**src/rtl/dma_linked_pkg.sv**
```systemverilog
// Shared encodings of the linked descriptor DMA channel.
// Assumes one channel and 32-bit descriptor words.
package dma_linked_pkg;
    typedef enum logic [2:0] {
        ST_IDLE, ST_FETCH, ST_CHECK, ST_READ, ST_WRITE, ST_DONE
    } chan_state_e;

    // command word bit positions
    localparam int CMD_LINK   = 0;
    localparam int CMD_TIE    = 1;
    localparam int CMD_TSZ_LO = 8;
    localparam int CMD_DINC   = 22;
    localparam int CMD_SINC   = 23;

    // status word bit positions
    localparam int STS_EN   = 0;
    localparam int STS_HALT = 2;
    localparam int STS_TERM = 3;
    localparam int STS_AERR = 4;
    localparam int STS_D8   = 30;

    // register selects
    localparam logic [1:0] SEL_DADDR = 2'd0;
    localparam logic [1:0] SEL_COUNT = 2'd1;
    localparam logic [1:0] SEL_STAT  = 2'd2;
    localparam logic [1:0] SEL_BELL  = 2'd3;

    localparam int DESC_SHIFT = 4;
endpackage

```
**src/rtl/dma_unit_decode.sv**
```systemverilog
// Turns a 3-bit transfer-size code into unit and access geometry.
// Assumes accesses of at most four bytes; code 7 is reported invalid.
module dma_unit_decode (
    input  logic [2:0] code,
    output logic [2:0] unit_log2,
    output logic [1:0] beat_log2,
    output logic [2:0] beats_log2,
    output logic       valid
);
    // size table and derived access counts
    always_comb begin
        valid = 1'b1;
        case (code)
            3'd0: unit_log2 = 3'd2;
            3'd1: unit_log2 = 3'd0;
            3'd2: unit_log2 = 3'd1;
            3'd3: unit_log2 = 3'd4;
            3'd4: unit_log2 = 3'd5;
            3'd5: unit_log2 = 3'd6;
            3'd6: unit_log2 = 3'd7;
            default: begin
                unit_log2 = 3'd0;
                valid     = 1'b0;
            end
        endcase
        beat_log2  = (unit_log2 >= 3'd2) ? 2'd2 : unit_log2[1:0];
        beats_log2 = (unit_log2 >= 3'd2) ? unit_log2 - 3'd2 : 3'd0;
    end
endmodule

```
**src/rtl/dma_addr_step.sv**
```systemverilog
// Address register that loads a start value and optionally advances
// by the access size. Assumes load and step never need to coincide.
module dma_addr_step #(
    parameter int ADDR_W = 32
) (
    input  logic              clk,
    input  logic              rst_n,
    input  logic              load,
    input  logic [ADDR_W-1:0] load_val,
    input  logic              step,
    input  logic              inc_en,
    input  logic [1:0]        step_log2,
    output logic [ADDR_W-1:0] addr
);
    // load has priority over stepping
    always_ff @(posedge clk) begin
        if (!rst_n)
            addr <= '0;
        else if (load)
            addr <= load_val;
        else if (step && inc_en)
            addr <= addr + (ADDR_W'(1) << step_log2);
    end
endmodule

```
**src/rtl/dma_linked_chan.sv**
```systemverilog
// One DMA channel driven by linked in-memory descriptors.
// Fetches command/source/target/count-link words, moves units with
// read-then-write beats, follows links relative to the descriptor address
// register. Assumes memory returns read data in the grant cycle and that
// ADDR_W is at most 32.
module dma_linked_chan
    import dma_linked_pkg::*;
#(
    parameter int ADDR_W = 32,
    parameter int CNT_W  = 24,
    parameter int LINK_W = 8
) (
    input  logic              clk,
    input  logic              rst_n,
    input  logic              cfg_we,
    input  logic [1:0]        cfg_sel,
    input  logic [31:0]       cfg_wdata,
    output logic [31:0]       stat_o,
    output logic [CNT_W-1:0]  residue_o,
    output logic              irq_o,
    output logic              mem_req,
    output logic              mem_we,
    output logic [1:0]        mem_size,
    output logic [ADDR_W-1:0] mem_addr,
    output logic [31:0]       mem_wdata,
    input  logic              mem_gnt,
    input  logic [31:0]       mem_rdata
);
    localparam int BEAT_W = 6;

    chan_state_e       state_q;
    logic [ADDR_W-1:0] dar_q, fetch_q;
    logic [CNT_W-1:0]  cnt_q;
    logic [31:0]       cmd_q, srcw_q, dstw_q, cw_q, hold_q;
    logic [2:0]        widx_q;
    logic [BEAT_W-1:0] beat_q, beats_last;
    logic              en_q, halt_q, term_q, aerr_q, d8_q, bell_q, irq_q;

    logic [2:0]        unit_log2, beats_log2;
    logic [1:0]        beat_log2;
    logic              size_ok, misaligned, stat_wr;
    logic [ADDR_W-1:0] unit_mask;
    logic [ADDR_W-1:0] ptr [2];
    logic [ADDR_W-1:0] ptr_init [2];
    logic              ptr_inc [2];
    logic              ptr_load, ptr_step;

    dma_unit_decode u_dec (
        .code      (cmd_q[CMD_TSZ_LO +: 3]),
        .unit_log2 (unit_log2),
        .beat_log2 (beat_log2),
        .beats_log2(beats_log2),
        .valid     (size_ok)
    );

    assign ptr_init[0] = srcw_q[ADDR_W-1:0];
    assign ptr_init[1] = dstw_q[ADDR_W-1:0];
    assign ptr_inc[0]  = cmd_q[CMD_SINC];
    assign ptr_inc[1]  = cmd_q[CMD_DINC];
    assign ptr_load    = (state_q == ST_CHECK);
    assign ptr_step    = (state_q == ST_WRITE) && mem_gnt;

    // source pointer (0) and target pointer (1)
    generate
        for (genvar g = 0; g < 2; g++) begin : g_ptr
            dma_addr_step #(.ADDR_W(ADDR_W)) u_step (
                .clk      (clk),
                .rst_n    (rst_n),
                .load     (ptr_load),
                .load_val (ptr_init[g]),
                .step     (ptr_step),
                .inc_en   (ptr_inc[g]),
                .step_log2(beat_log2),
                .addr     (ptr[g])
            );
        end
    endgenerate

    // alignment and beat-count geometry of the current descriptor
    always_comb begin
        unit_mask  = ~({ADDR_W{1'b1}} << unit_log2);
        beats_last = ~({BEAT_W{1'b1}} << beats_log2);
        misaligned = |((srcw_q[ADDR_W-1:0] | dstw_q[ADDR_W-1:0]) & unit_mask);
        stat_wr    = cfg_we && (cfg_sel == SEL_STAT);
    end

    // memory port drive from the current state
    always_comb begin
        mem_req   = (state_q == ST_FETCH) || (state_q == ST_READ) || (state_q == ST_WRITE);
        mem_we    = (state_q == ST_WRITE);
        mem_size  = (state_q == ST_FETCH) ? 2'd2 : beat_log2;
        case (state_q)
            ST_FETCH: mem_addr = fetch_q;
            ST_READ:  mem_addr = ptr[0];
            default:  mem_addr = ptr[1];
        endcase
        mem_wdata = hold_q << {ptr[1][1:0], 3'b000};
    end

    // channel sequencer, register writes and status flags
    always_ff @(posedge clk) begin
        if (!rst_n) begin
            state_q <= ST_IDLE;
            dar_q   <= '0;
            fetch_q <= '0;
            cnt_q   <= '0;
            cmd_q   <= '0;
            srcw_q  <= '0;
            dstw_q  <= '0;
            cw_q    <= '0;
            hold_q  <= '0;
            widx_q  <= '0;
            beat_q  <= '0;
            en_q    <= 1'b0;
            halt_q  <= 1'b0;
            term_q  <= 1'b0;
            aerr_q  <= 1'b0;
            d8_q    <= 1'b0;
            bell_q  <= 1'b0;
            irq_q   <= 1'b0;
        end else begin
            case (state_q)
                ST_IDLE: begin
                    if (cfg_we && cfg_sel == SEL_DADDR)
                        dar_q <= cfg_wdata[ADDR_W-1:0];
                    if (cfg_we && cfg_sel == SEL_COUNT)
                        cnt_q <= cfg_wdata[CNT_W-1:0];
                    if (en_q && bell_q) begin
                        bell_q <= 1'b0;
                        if (|dar_q[DESC_SHIFT-1:0]) begin
                            aerr_q <= 1'b1;
                            en_q   <= 1'b0;
                        end else begin
                            fetch_q <= dar_q;
                            widx_q  <= '0;
                            state_q <= ST_FETCH;
                        end
                    end
                end
                ST_FETCH: begin
                    if (mem_gnt) begin
                        case (widx_q)
                            3'd0:    cmd_q  <= mem_rdata;
                            3'd1:    srcw_q <= mem_rdata;
                            3'd2:    dstw_q <= mem_rdata;
                            3'd3:    cw_q   <= mem_rdata;
                            default: ;
                        endcase
                        widx_q  <= widx_q + 3'd1;
                        fetch_q <= fetch_q + ADDR_W'(4);
                        if (widx_q == (d8_q ? 3'd7 : 3'd3))
                            state_q <= ST_CHECK;
                    end
                end
                ST_CHECK: begin
                    beat_q <= '0;
                    if (!size_ok) begin
                        halt_q  <= 1'b1;
                        en_q    <= 1'b0;
                        state_q <= ST_IDLE;
                    end else if (misaligned) begin
                        aerr_q  <= 1'b1;
                        en_q    <= 1'b0;
                        state_q <= ST_IDLE;
                    end else begin
                        cnt_q   <= cw_q[CNT_W-1:0];
                        state_q <= (cw_q[CNT_W-1:0] == '0) ? ST_DONE : ST_READ;
                    end
                end
                ST_READ: begin
                    if (mem_gnt) begin
                        hold_q  <= mem_rdata >> {ptr[0][1:0], 3'b000};
                        state_q <= ST_WRITE;
                    end
                end
                ST_WRITE: begin
                    if (mem_gnt) begin
                        if (beat_q == beats_last) begin
                            beat_q  <= '0;
                            cnt_q   <= cnt_q - CNT_W'(1);
                            state_q <= (cnt_q == CNT_W'(1)) ? ST_DONE : ST_READ;
                        end else begin
                            beat_q  <= beat_q + BEAT_W'(1);
                            state_q <= ST_READ;
                        end
                    end
                end
                ST_DONE: begin
                    if (cmd_q[CMD_LINK]) begin
                        fetch_q <= dar_q + (ADDR_W'(cw_q[CNT_W +: LINK_W]) << DESC_SHIFT);
                        widx_q  <= '0;
                        state_q <= ST_FETCH;
                    end else begin
                        term_q  <= 1'b1;
                        en_q    <= 1'b0;
                        irq_q   <= cmd_q[CMD_TIE];
                        state_q <= ST_IDLE;
                    end
                end
                default: state_q <= ST_IDLE;
            endcase

            if (cfg_we && cfg_sel == SEL_BELL)
                bell_q <= 1'b1;

            if (stat_wr) begin
                en_q   <= cfg_wdata[STS_EN];
                d8_q   <= cfg_wdata[STS_D8];
                halt_q <= 1'b0;
                term_q <= 1'b0;
                aerr_q <= 1'b0;
                irq_q  <= 1'b0;
                if (!cfg_wdata[STS_EN])
                    state_q <= ST_IDLE;
            end
        end
    end

    // status word assembly
    always_comb begin
        stat_o           = '0;
        stat_o[STS_EN]   = en_q;
        stat_o[STS_HALT] = halt_q;
        stat_o[STS_TERM] = term_q;
        stat_o[STS_AERR] = aerr_q;
        stat_o[STS_D8]   = d8_q;
    end

    assign residue_o = cnt_q;
    assign irq_o     = irq_q;
endmodule

```
**config.mk**
```make
export PLATFORM = sky130hd
export DESIGN_NAME = dma_linked_chan
export DESIGN_NICKNAME = d
export VERILOG_FILES = /design/src/rtl/dma_linked_pkg.sv /design/src/rtl/dma_unit_decode.sv /design/src/rtl/dma_addr_step.sv /design/src/rtl/dma_linked_chan.sv
export SDC_FILE = /design/constraint.sdc
export NUM_CORES = 1
export LEC_CHECK = 0
export BUFFER_PORTS_ARGS = -buffer_cell sky130_fd_sc_hd__buf_2
export CORE_UTILIZATION = 45
export DETAILED_ROUTE_END_ITERATION = 6
export PLACE_DENSITY = 0.66
export SLEW_MARGIN = 20
export SYNTH_ARGS = -nofsm -noshare
export SYNTH_HDL_FRONTEND = slang
export SYNTH_HIERARCHICAL = 1
export SYNTH_SLANG_ARGS = --single-unit
```
**constraint.sdc**
```tcl
create_clock -name clk -period 2.8 [get_ports clk]
set_input_delay 0.14 -clock clk [delete_from_list [all_inputs] [get_ports clk]]
set_output_delay 0.14 -clock clk [all_outputs]
set_load 0.02 [all_outputs]
```
==> results of run 1 <==
## stage by stage
stage           TNS, ns  hold slack, ns  utilization
4_1_cts               0          0.0308        0.546
6_report       -0.00797          0.0659        0.550
5_1_grt          -0.450          0.0703        0.550
2_1_floorplan         0           0.275            -
3_3_place_gp          0           0.392        0.499
3_5_place_dp     -0.147           0.402        0.499
## layout by cell type, fill, tap and decap left out, drive strengths merged, types with 8 or more instances in the layout
| cell | count |
|---|---|
| nand2 | 437 |
| dfxtp | 306 |
| buf | 281 |
| a21boi | 153 |
| nor2 | 139 |
| a21oi | 123 |
| o21ai | 113 |
| mux2i | 80 |
| nand3 | 75 |
| dlygate4sd3 | 66 |
| clkbuf | 57 |
| nor2b | 50 |
| a211oi | 50 |
| nor3 | 40 |
| and2 | 36 |
| nor4 | 36 |
| o211ai | 34 |
| and3 | 34 |
| nand4 | 33 |
| inv | 33 |
| a31oi | 31 |
| conb | 27 |
| xor2 | 26 |
| ha | 25 |
| xnor2 | 24 |
| or4 | 19 |
| o31ai | 19 |
| o211a | 18 |
| and4 | 16 |
| or3 | 15 |
| o21a | 14 |
| a21o | 14 |
| nand2b | 13 |
| a22oi | 11 |
| a211o | 10 |
| o221ai | 9 |
| a221oi | 8 |
## what timing repair did
item                       in CTS  in global routing
setup endpoints to repair       7                 24
pin swaps                       0                  7
hold endpoints to repair      132                  0
buffers inserted                0                  1
hold buffers                   66                  0
cloned                          0                  4
gates resized for setup         5                 20
## sequential cells by signal, summed over array words and instances, names as in the netlist, 3 cells and up
name / cells
dstw_q: 32
widx_q: 3
g_ptr.u_step/addr: 64
dar_q: 32
state_q: 3
srcw_q: 32
cw_q: 32
fetch_q: 32
hold_q: 32
beat_q: 6
cmd_q: 7
residue_o: 24
## cell type report
cell class                 count  area, sq um  area share
tap                          525          657      0.0299
clock inverter                 9          110     0.00502
clock buffer                  57         1100      0.0502
timing repair buffer         347         2450       0.112
multi-input combinational   1850        11400       0.518
sequential                   306         6140       0.280
inverter                      32          120     0.00547
## power breakdown
group          internal, mW  switching (mW)  leakage [nW]
clock network          2.90            1.98         0.598
logic                 0.281           0.465          5.24
registers              4.39          0.0616          2.47
## routing by layer
| layer | share of wire | global-route usage | wire length (um) | vias up |
|---|---|---|---|---|
| li1 | - | - | - | 8924 |
| met1 | 0.42 | 0.416 | 28400 | 9151 |
| met2 | 0.44 | 0.496 | 29600 | 915 |
| met3 | 0.092 | 0.0513 | 6150 | 189 |
| met4 | 0.045 | 0.140 | 3010 | 2 |
| met5 | 0.00012 | 0 | 8 | - |
## how the worst max path moves through the flow
stage | to | slack (ns) | cells after the start
2_1_floorplan | g_ptr[0].u_step/addr[16] | 0.03 | 9
3_3_place_gp | g_ptr[1].u_step/addr[18] | 0.01 | 11
5_1_grt | g_ptr[0].u_step/addr[27] | -0.1 | 10
4_1_cts | g_ptr[0].u_step/addr[27] | 0.01 | 10
6_report | g_ptr[0].u_step/addr[27] | -0.008 | 10
3_5_place_dp | g_ptr[1].u_step/addr[18] | -0.09 | 11
## critical path, delay by kind of cell (launching register included)
family	cells	cell delay, ns
AND/OR/NAND/NOR	3	0.85
AO/OA/AOI/OAI	3	0.69
flip-flops	1	0.37
adder cells (fa/ha/maj)	1	0.31
buffers and inverters	2	0.29
XOR/XNOR	1	0.18
## cell families (layout without fill, tap and decap cells)
family | count (synthesis) | after routing
AOI/OAI and AO/OA | 683 | 687
xor gates and xnor gates | 50 | 50
adders and majority gates | 28 | 28
buffers and inverters | 233 | 445
DFF | 306 | 306
muxes | 84 | 84
other | 1 | 27
and+or+nand+nor | 974 | 974
==> results.ini, run 1 <==
[synth]
ys_ff_latch = 306
yosysUniqueCellTypes = 92
syn-cell-area_sq_um = 18300
synth_top_family_by_area = compound AO/OA/AOI/OAI gates
synthFlopType = dfxtp_1
yosysWarnings = 6
synth.area.top_cells = dfxtp_1, nand2_1, a21boi_0
synth_xor_area_frac = 0.0244
synth_top_area_frac = 0.335
netlist_top_cells_count = nand2_1, dfxtp_1, a21boi_0, nor2_1, clkbuf_1
synth_most_common_cell = nand2_1
muxShareOfSynthArea = 0.0462
synth_edf_count = 0
synthSimpleGateAreaFrac = 0.256
async_reset_ff_frac = 0
synth_fa_ha_area_frac = 0.0204
avgSynthCellArea_sq_um = 7.75
synth_compound_area_frac = 0.260
syn_inst = 2359
seq_area_frac_synth = 0.335
yosysTopAreaCell = dfxtp_1

[place]
routabilityCongestion = 0.971
post-dp-hpwl_um = 46900
dp.cells = 2989
dpl_worst_slack_ns = -0.0903
placed_area_sq_um = 19900
port_buffers = 167

[run]
maxCapViolCount = 0

[final_layout]
fin_nets = 2672
finalNonFillerCells = 3126
final.fill_count = 3767
area_growth_pct = 20.0
postLayoutCellArea_sq_um = 21900
diodes = 0
drive_gt1_frac = 0.155

[worst_setup_path]
cp.arrival_ns = 3.25
critical_path_class = flop to flop
r2r_end = g_ptr[0].u_step/addr[27]
critical-path-max-stage-delay_ns = 0.53
regToRegStartpoint = cmd_q[9]
ff2ff_path_depth = 10
cpMostUsedCell = buf_4
crit_path_cell_trace = xor2_2, o21ai_1, buf_4, buf_4, nor2b_1, ha_1, a21oi_1, o32a_4, or4_1, and3_1
rrSetupSlack_ns = -0.008
cp.required_ns = 3.24
cp_max_fo = 6
crit_slowest_cell = or4_1
crit_start = cmd_q[9]
end_kind = flop
crit_path_start_kind = flop

[sta]
layout_setup_ws_ns = -0.00797
rsz0062_at_grt = yes
tightestPinTransition_ns = 0.789
finalSetupViolCount = 1
fin_crit_ns = 2.81
slew_headroom = 0.474
hold_violations = 0
final.period_utilization = 1.00
skew_ns = 0.0180
drv_slew = 0
max_freq_mhz = 356

[cts]
ctsLongestPathBuffers = 3
cts_max_level = 2
cts-root-buf = clkbuf_16
cts_tree = built
cts_buffers = 37
clkTransAtPathRegs_ns = 0.06
clock-sinks = 306
clk_latency_ns = 0.56

[worst_hold_path]
hold_class = input pin to flop
hold_depth = 2
min_from = rst_n
whs_endpoint = fetch_q[22]

[route]
ant_nets = 0
routed_wirelength_um = 67200
via_count = 19181
route.detailed.wl_per_inst_um = 21.5
firstDrtPassIters = 6
drc = 0
drt_iter0_drc = 1894
drt-vias-per-instance = 6.14

[global_routing]
first_global_vias = 17647
grt_pass1_wl_um = 101000
grt-ovfl-total = 0
antenna_found_initial = 4
grt_max_degree = 142
grtUsageTotal = 0.313

[die]
die_y_um = 204
rows = 73
dieArea_sq_um = 41500
die_x_um = 204
io-pin-count = 195
start_util = 0.458
coreArea_sq_um = 39900

[power_and_ir_drop]
power_mw = 10.1
powerDensity_nw_per_um2 = 459
ir_worst_vdd_uv = 321
p_leak_nw = 8.31

[status]
status = complete, but fails checks
violations = setup timing

Power figures use the tool's default switching activity.
==> run 2, diff against run 1 <==
--- a/config.mk
+++ b/config.mk
@@ -12,5 +12,4 @@
 export SLEW_MARGIN = 20
 export SYNTH_ARGS = -nofsm -noshare
 export SYNTH_HDL_FRONTEND = slang
-export SYNTH_HIERARCHICAL = 1
 export SYNTH_SLANG_ARGS = --single-unit
==> run 2 against run 1 <==
Effect of this change:
- first-iteration DRC count rose by 10%
- the flow still finishes with violations (setup timing)
- register-to-register slack worse by 0.32 ns
- clock power grew 4.9%
- utilization is 3.6 points higher
==> results.ini, run 2 <==
[status]
status = complete, but fails checks
violations = setup timing

[cts]
ctsLongestPathBuffers = 3  ; unchanged
clk_latency_ns = 0.55  ; about the same
clkTransAtPathRegs_ns = 0.06  ; about the same
cts_tree = built
cts-root-buf = clkbuf_16
clock-sinks = 306  ; unchanged
cts_max_level = 2  ; unchanged
cts_buffers = 36  ; -2.7%

[worst_setup_path]
crit_path_start_kind = flop
crit_path_cell_trace = xor2_2, a21oi_2, ha_4, nand2_4, or2_4, inv_4, ha_4, a21o_1, a21o_1, a21oi_2, or4_4, or4_1, a311oi_1
r2r_end = g_ptr[0].u_step.addr[31]
critical_path_buf_inv_count = 1  ; -1
critical-path-max-stage-delay_ns = 0.54  ; about the same
crit_slowest_cell = or4_4
cp_max_fo = 5  ; -1
regToRegStartpoint = cmd_q[9]
cp.arrival_ns = 3.57  ; +0.32 ns
cp.required_ns = 3.24  ; about the same
rrSetupSlack_ns = -0.33  ; -0.32 ns
critical_path_class = flop to flop
crit_family = simple AND/OR/NAND/NOR gates
end_kind = flop
ff2ff_path_depth = 13  ; +3

[final_layout]
regMostFlops = g_ptr.u_step.addr
diodes = 0  ; unchanged
final.fill_count = 3396  ; -9.8%
layout_common_cells = nand2_1, dfxtp_1, a21oi_1, buf_2, nor2_1
fin_util = 0.586  ; +0.0363
largest_reg_flops = 64  ; unchanged
layout_commonest_cell = nand2_1
fin_nets = 2619  ; -2.0%
area_growth_pct = 27.8
drive_gt1_frac = 0.204  ; +0.0498

[synth]
synth_most_common_cell = nand2_1
synth_edf_count = 0  ; unchanged
netlist_top_cells_count = nand2_1, dfxtp_1, a21oi_1, nor2_1, clkbuf_1
syn_inst = 2277  ; -3.5%
synth_top_area_frac = 0.353  ; +0.0180
synth.area.top_cells = dfxtp_1, nand2_1, a21oi_1
async_reset_ff_frac = 0  ; unchanged
yosysTopAreaCell = dfxtp_1
yosysUniqueCellTypes = 84  ; -8.7%
seq_area_frac_synth = 0.353  ; +0.0180
syn-cell-area_sq_um = 17400  ; -5.1%
synthFlopType = dfxtp_1
ys_ff_latch = 306  ; unchanged
avgSynthCellArea_sq_um = 7.62  ; -1.7%
yosysWarnings = 0  ; -6

[power_and_ir_drop]
powerDensity_nw_per_um2 = 468  ; +1.8%
ir_worst_vdd_uv = 399  ; +24%
p_leak_nw = 8.21  ; -1.2%

[die]
coreArea_sq_um = 37800  ; -5.2%
io-pin-count = 195  ; unchanged
rows = 71  ; -2.7%
start_util = 0.459  ; +0.000473
die_y_um = 198  ; -2.6%
dieArea_sq_um = 39400  ; -5.0%
die_x_um = 198  ; -2.6%

[place]
routabilityCongestion = 0.932  ; -4.0%
post-dp-hpwl_um = 46400  ; -0.93%
port_buffers = 167  ; unchanged

[route]
firstDrtPassIters = 5  ; -1
drt-vias-per-instance = 6.13  ; about the same
drt_iter0_drc = 2086  ; +10%
routed_wirelength_um = 67500  ; +0.55%
ant_nets = 0  ; unchanged
route.detailed.wl_per_inst_um = 22.1  ; +2.9%
via_count = 18734  ; -2.3%
drc = 0  ; unchanged

[sta]
hold_slack_ns = 0.0276  ; -0.0384 ns
slew_headroom = 0.234  ; -0.240
final.period_utilization = 1.12  ; +0.115
fin_crit_ns = 3.13  ; +0.321 ns
rsz0062_at_grt = yes
hold_violations = 0  ; unchanged
tightestPinTransition_ns = 1.15  ; +0.360 ns
finalSetupViolCount = 76  ; +75
fin_tns_setup_ns = -9.41  ; -9.41 ns
layout_setup_ws_ns = -0.329  ; -0.321 ns
drv_slew = 0  ; unchanged
max_freq_mhz = 320  ; -10%
skew_ns = 0.0178  ; -0.000208 ns

[worst_hold_path]
hold_class = input pin to flop
hold_depth = 3  ; +1
whs_endpoint = dstw_q[25]
min_from = mem_rdata[25]

[global_routing]
first_global_vias = 17338  ; -1.8%
grtUsageTotal = 0.335  ; +0.0221
grt-ovfl-total = 0  ; unchanged
met1_usage = 0.436  ; +0.0206
busiest_layer = met2
use_met3 = 0.0665  ; +0.0152
grt_use_met2 = 0.524  ; +0.0286
grt_max_degree = 113  ; -20%
antenna_found_initial = 0  ; -4
grt_pass1_wl_um = 101000  ; +0.56%

[run]
maxCapViolCount = 0  ; unchanged

run 2: how the worst max path moves through the flow:
stage                     cells past startpoint  startpoint  slack, ns                        to
after detailed placement                     13    cmd_q[9]      -0.31  g_ptr[0].u_step.addr[31]
after CTS                                    13    cmd_q[9]      -0.26  g_ptr[0].u_step.addr[31]
final                                        13    cmd_q[9]      -0.33  g_ptr[0].u_step.addr[31]
after floorplan                              15    cmd_q[8]      -0.35  g_ptr[0].u_step.addr[31]
after global routing                         13    cmd_q[9]      -0.41  g_ptr[0].u_step.addr[31]
after global placement                       13    cmd_q[9]      -0.26  g_ptr[0].u_step.addr[31]
run 2: layout make-up:
cell class / count / area (sq um) / area share
Sequential cell: 306 / 6140 / 0.277
Inverter: 40 / 160 / 0.00722
Clock buffer: 45 / 995 / 0.0449
Clock inverter: 19 / 285 / 0.0129
Tap cell: 511 / 639 / 0.0288
Timing Repair Buffer: 382 / 2900 / 0.131
Multi-Input combinational cell: 1753 / 11100 / 0.499
run 2: repair_timing:
action	4_1_cts	5_1_grt
gates resized for setup	86	77
endpoints found under the setup margin	82	89
hold buffers	64	0
setup buffers	18	17
cloned	4	0
pin swaps	63	51
endpoints found under the hold margin	128	0
run 2: cells by family (layout without fill, tap and decap cells):
family	count (synthesis)	count (layout)	synth area share
AO/OA/AOI/OAI	648	648	0.235
XOR/XNOR	101	101	0.0518
adder cells (fa/ha/maj)	30	30	0.0229
buffers and inverters	244	486	0.0613
flip-flops	306	306	0.353
multiplexers	74	74	0.0427
other	1	27	0.000216
AND/OR/NAND/NOR	873	873	0.234
run 2: metal layers:
metal | part of all wire | wire length [um] | vias up
met3 | 0.092 | 6210 | 227
met1 | 0.40 | 27300 | 8901
li1 | - | - | 8608
met4 | 0.050 | 3410 | 0
met2 | 0.45 | 30600 | 998
met5 | 0 | 0 | -
run 2: tightest hold or removal path, cell delays in order:
cell     delay [ns]
buf_2          0.22
nand2_1        0.10
a21oi_1        0.06
run 2: per-stage QoR:
stage                     total power, mW  instance area (sq um)  setup WS (ns)  std cells
after floorplan                      4.95                  17700         -0.352       2303
after global placement               5.21                  19200         -0.263       2893
after detailed placement             5.22                  19200         -0.309       2893
after CTS                            10.4                  21800         -0.262       3043
after global routing                 10.6                  22200         -0.407       3056
final                                10.4                  22200         -0.329       3056
run 2: where the power goes:
group          switching [mW]  internal [mW]  total (mW)  leakage (nW)
combinational           0.507          0.289       0.796          5.12
clock                    2.02           3.10        5.12         0.620
sequential             0.0618           4.39        4.45          2.47
total                    2.59           7.78        10.4          8.21
==> run 3, diff against run 2 <==
--- a/config.mk
+++ b/config.mk
@@ -8,7 +8,6 @@
 export BUFFER_PORTS_ARGS = -buffer_cell sky130_fd_sc_hd__buf_2
 export CORE_UTILIZATION = 45
 export DETAILED_ROUTE_END_ITERATION = 6
-export PLACE_DENSITY = 0.66
 export SLEW_MARGIN = 20
 export SYNTH_ARGS = -nofsm -noshare
 export SYNTH_HDL_FRONTEND = slang
==> constraint.sdc (replaced) <==
create_clock -name clk -period 3.4 [get_ports clk]
set_input_delay 0.17 -clock clk [delete_from_list [all_inputs] [get_ports clk]]
set_output_delay 0.17 -clock clk [all_outputs]
set_load 0.02 [all_outputs]
==> run 3 against run 2 <==
Effect of this change:
- the flow now finishes without violations
- clock-buffer cell count up 8
- global-route usage down 0.41 points
- wire length down 2.8%
- via count down 4.2%
- sequential share of layout area up 2.1 points
- largest power group unchanged
- flip-flop and latch count unchanged
==> results.ini, run 3 (synthesized netlist as in run 2, its figures left out) <==
[worst_setup_path]
critical_path_buf_inv_count = 1  ; unchanged
crit_family = simple AND/OR/NAND/NOR gates
cp_max_fo = 5  ; unchanged
crit_slowest_cell = or4_4
crit_start = cmd_q[9]
critical-path-max-stage-delay_ns = 0.51  ; -0.03 ns
crit_path_cell_trace = xor2_1, a21oi_2, ha_2, nand2_1, or2_4, inv_1, ha_1, a21o_1, a21o_1, a21oi_1, or4_4, or4_1, a311oi_1
regToRegStartpoint = cmd_q[9]
cp.depth = 13  ; unchanged
crit_path_start_kind = flop
critical_path_class = flop to flop
cp.required_ns = 3.86  ; +0.62 ns
end_kind = flop
cpMostUsedCell = a21o_1
crit_path_end = g_ptr[0].u_step.addr[31]
ff2ff_path_depth = 13  ; unchanged
cp.arrival_ns = 3.71  ; +0.14 ns
rrSetupSlack_ns = 0.15  ; +0.48 ns
r2r_end = g_ptr[0].u_step.addr[31]

[route]
wl_met1_um = 28300  ; +3.7%
via_count = 17942  ; -4.2%
wl_met2_um = 29600  ; -3.1%
route.detailed.wl_per_inst_um = 22.0  ; -0.32%
ant_nets = 0  ; unchanged
firstDrtPassIters = 5  ; unchanged
dr_wl_met3_um = 4600  ; -26%
drt_iter0_drc = 1515  ; -27%
top_layer = met4
drt-vias-per-instance = 6.02  ; -1.8%
routed_wirelength_um = 65700  ; -2.8%
drc = 0  ; unchanged

[worst_hold_path]
hold_class = input pin to flop

[sta]
max_freq_mhz = 308  ; -3.7%
fin_crit_ns = 3.25  ; +0.121 ns
slew_headroom = 0.409  ; +0.175
skew_ns = 0.0219  ; +0.00416 ns
final.period_utilization = 0.956  ; -0.162
drv_slew = 0  ; unchanged
layout_setup_ws_ns = 0.150  ; +0.479 ns
hold_violations = 0  ; unchanged
rsz0062_at_grt = yes
hold_slack_ns = 0.0299  ; +0.00238 ns
tightestPinTransition_ns = 0.884  ; -0.266 ns
finalSetupViolCount = 0  ; -100%

[final_layout]
layout_commonest_cell = nand2_1
fin_nets = 2542  ; -2.9%
area_growth_pct = 18.8
largest_reg_flops = 64  ; unchanged
drive_gt1_frac = 0.143  ; -0.0616
fin_util = 0.545  ; -0.0411
regMostFlops = g_ptr.u_step.addr
layout_common_cells = nand2_1, dfxtp_1, a21oi_1, buf_2, nor2_1

[status]
status = finished, final reports clean

[cts]
clk_latency_ns = 0.56  ; about the same
ctsLongestPathBuffers = 3  ; unchanged
cts-root-buf = clkbuf_16
clkTransAtPathRegs_ns = 0.06  ; about the same
cts_tree = built
clock-sinks = 306  ; unchanged
cts_buffers = 37  ; +2.8%
cts_max_level = 2  ; unchanged

[die]
start_util = 0.459  ; unchanged
rows = 71  ; unchanged
die_y_um = 198  ; unchanged
die_x_um = 198  ; unchanged
dieArea_sq_um = 39400  ; unchanged
io-pin-count = 195  ; unchanged
coreArea_sq_um = 37800  ; unchanged

[run]
maxCapViolCount = 0  ; unchanged

[place]
port_buffers = 167  ; unchanged
dpl_worst_slack_ns = 0.0693  ; +0.378 ns
post-dp-hpwl_um = 45600  ; -1.9%
routabilityCongestion = 0.905  ; -2.9%

[power_and_ir_drop]
ir_worst_vdd_uv = 429  ; +7.7%
powerDensity_nw_per_um2 = 408  ; -13%
p_leak_nw = 7.47  ; -9.0%

[global_routing]
first_global_vias = 16662  ; -3.9%
grtUsageTotal = 0.331  ; -0.00411
antenna_found_initial = 1  ; +1
grt_pass1_wl_um = 99000  ; -2.1%
grt_max_degree = 113  ; unchanged
grt-ovfl-total = 0  ; unchanged

-- run 3: cell types whose count changed in the layout (fill, tap and decap cells not counted), sizes merged --
cell and change:
buf -75, bufinv -4, clkbuf +8, clkinvlp -2, diode +3, dlygate4sd3 -3, inv -2
-- run 3: worst min path at each step --
stage	from	end	cells past startpoint
after detailed placement	cfg_wdata[24]	dar_q[24]	3
after floorplan	mem_rdata[10]	dstw_q[10]	2
after CTS	mem_rdata[29]	dstw_q[29]	3
after global placement	cfg_wdata[24]	dar_q[24]	3
after global routing	mem_rdata[29]	cw_q[29]	3
final	mem_rdata[22]	cw_q[22]	3
-- run 3: per-layer routing --
layer / vias up / track usage
li1: 8437 / -
met1: 8587 / 0.442
met2: 740 / 0.518
met3: 178 / 0.0512
met4: 0 / 0.163
met5: - / 0
-- run 3: layout make-up --
| cell class | count | area, sq um |
|---|---|---|
| timing repair buffer | 304 | 2090 |
| clock buffer | 53 | 1140 |
| multi-input combinational | 1753 | 10300 |
| tap | 511 | 639 |
| inverter | 40 | 155 |
| antenna | 3 | 7.51 |
| fill | 3762 | 17200 |
| clock inverter | 11 | 121 |
| sequential | 306 | 6130 |
-- run 3: timing repair --
item | 4_1_cts | 5_1_grt
setup buffers | 0 | 1
endpoints found under the setup margin | 0 | 16
hold endpoints to repair | 111 | 0
hold buffers | 61 | 0
gates resized for setup | 0 | 13
-- run 3: stage by stage --
step | TNS, ns | instance area [sq um] | total power, mW | cells
6_report | 0 | 20600 | 8.41 | 2981
5_1_grt | -0.0166 | 20600 | 8.64 | 2978
4_1_cts | 0 | 20600 | 8.43 | 2977
3_5_place_dp | 0 | 18700 | 4.28 | 2852
3_3_place_gp | 0 | 18700 | 4.28 | 2852
2_1_floorplan | 0 | 17500 | 4.08 | 2303
-- run 3: worst reg2reg max path, delay by kind of cell (launching register included) --
family                     cells  cell delay, ns
and+or+nand+nor                4            1.26
AOI/OAI and AO/OA              5            0.74
adders and majority gates      2            0.46
DFF                            1            0.38
xor gates and xnor gates       1            0.23
buffers and inverters          1            0.07
-- run 3: power by group --
group / internal (mW) / switching [mW]
clock: 2.47 / 1.67
combinational: 0.212 / 0.394
sequential: 3.62 / 0.0528
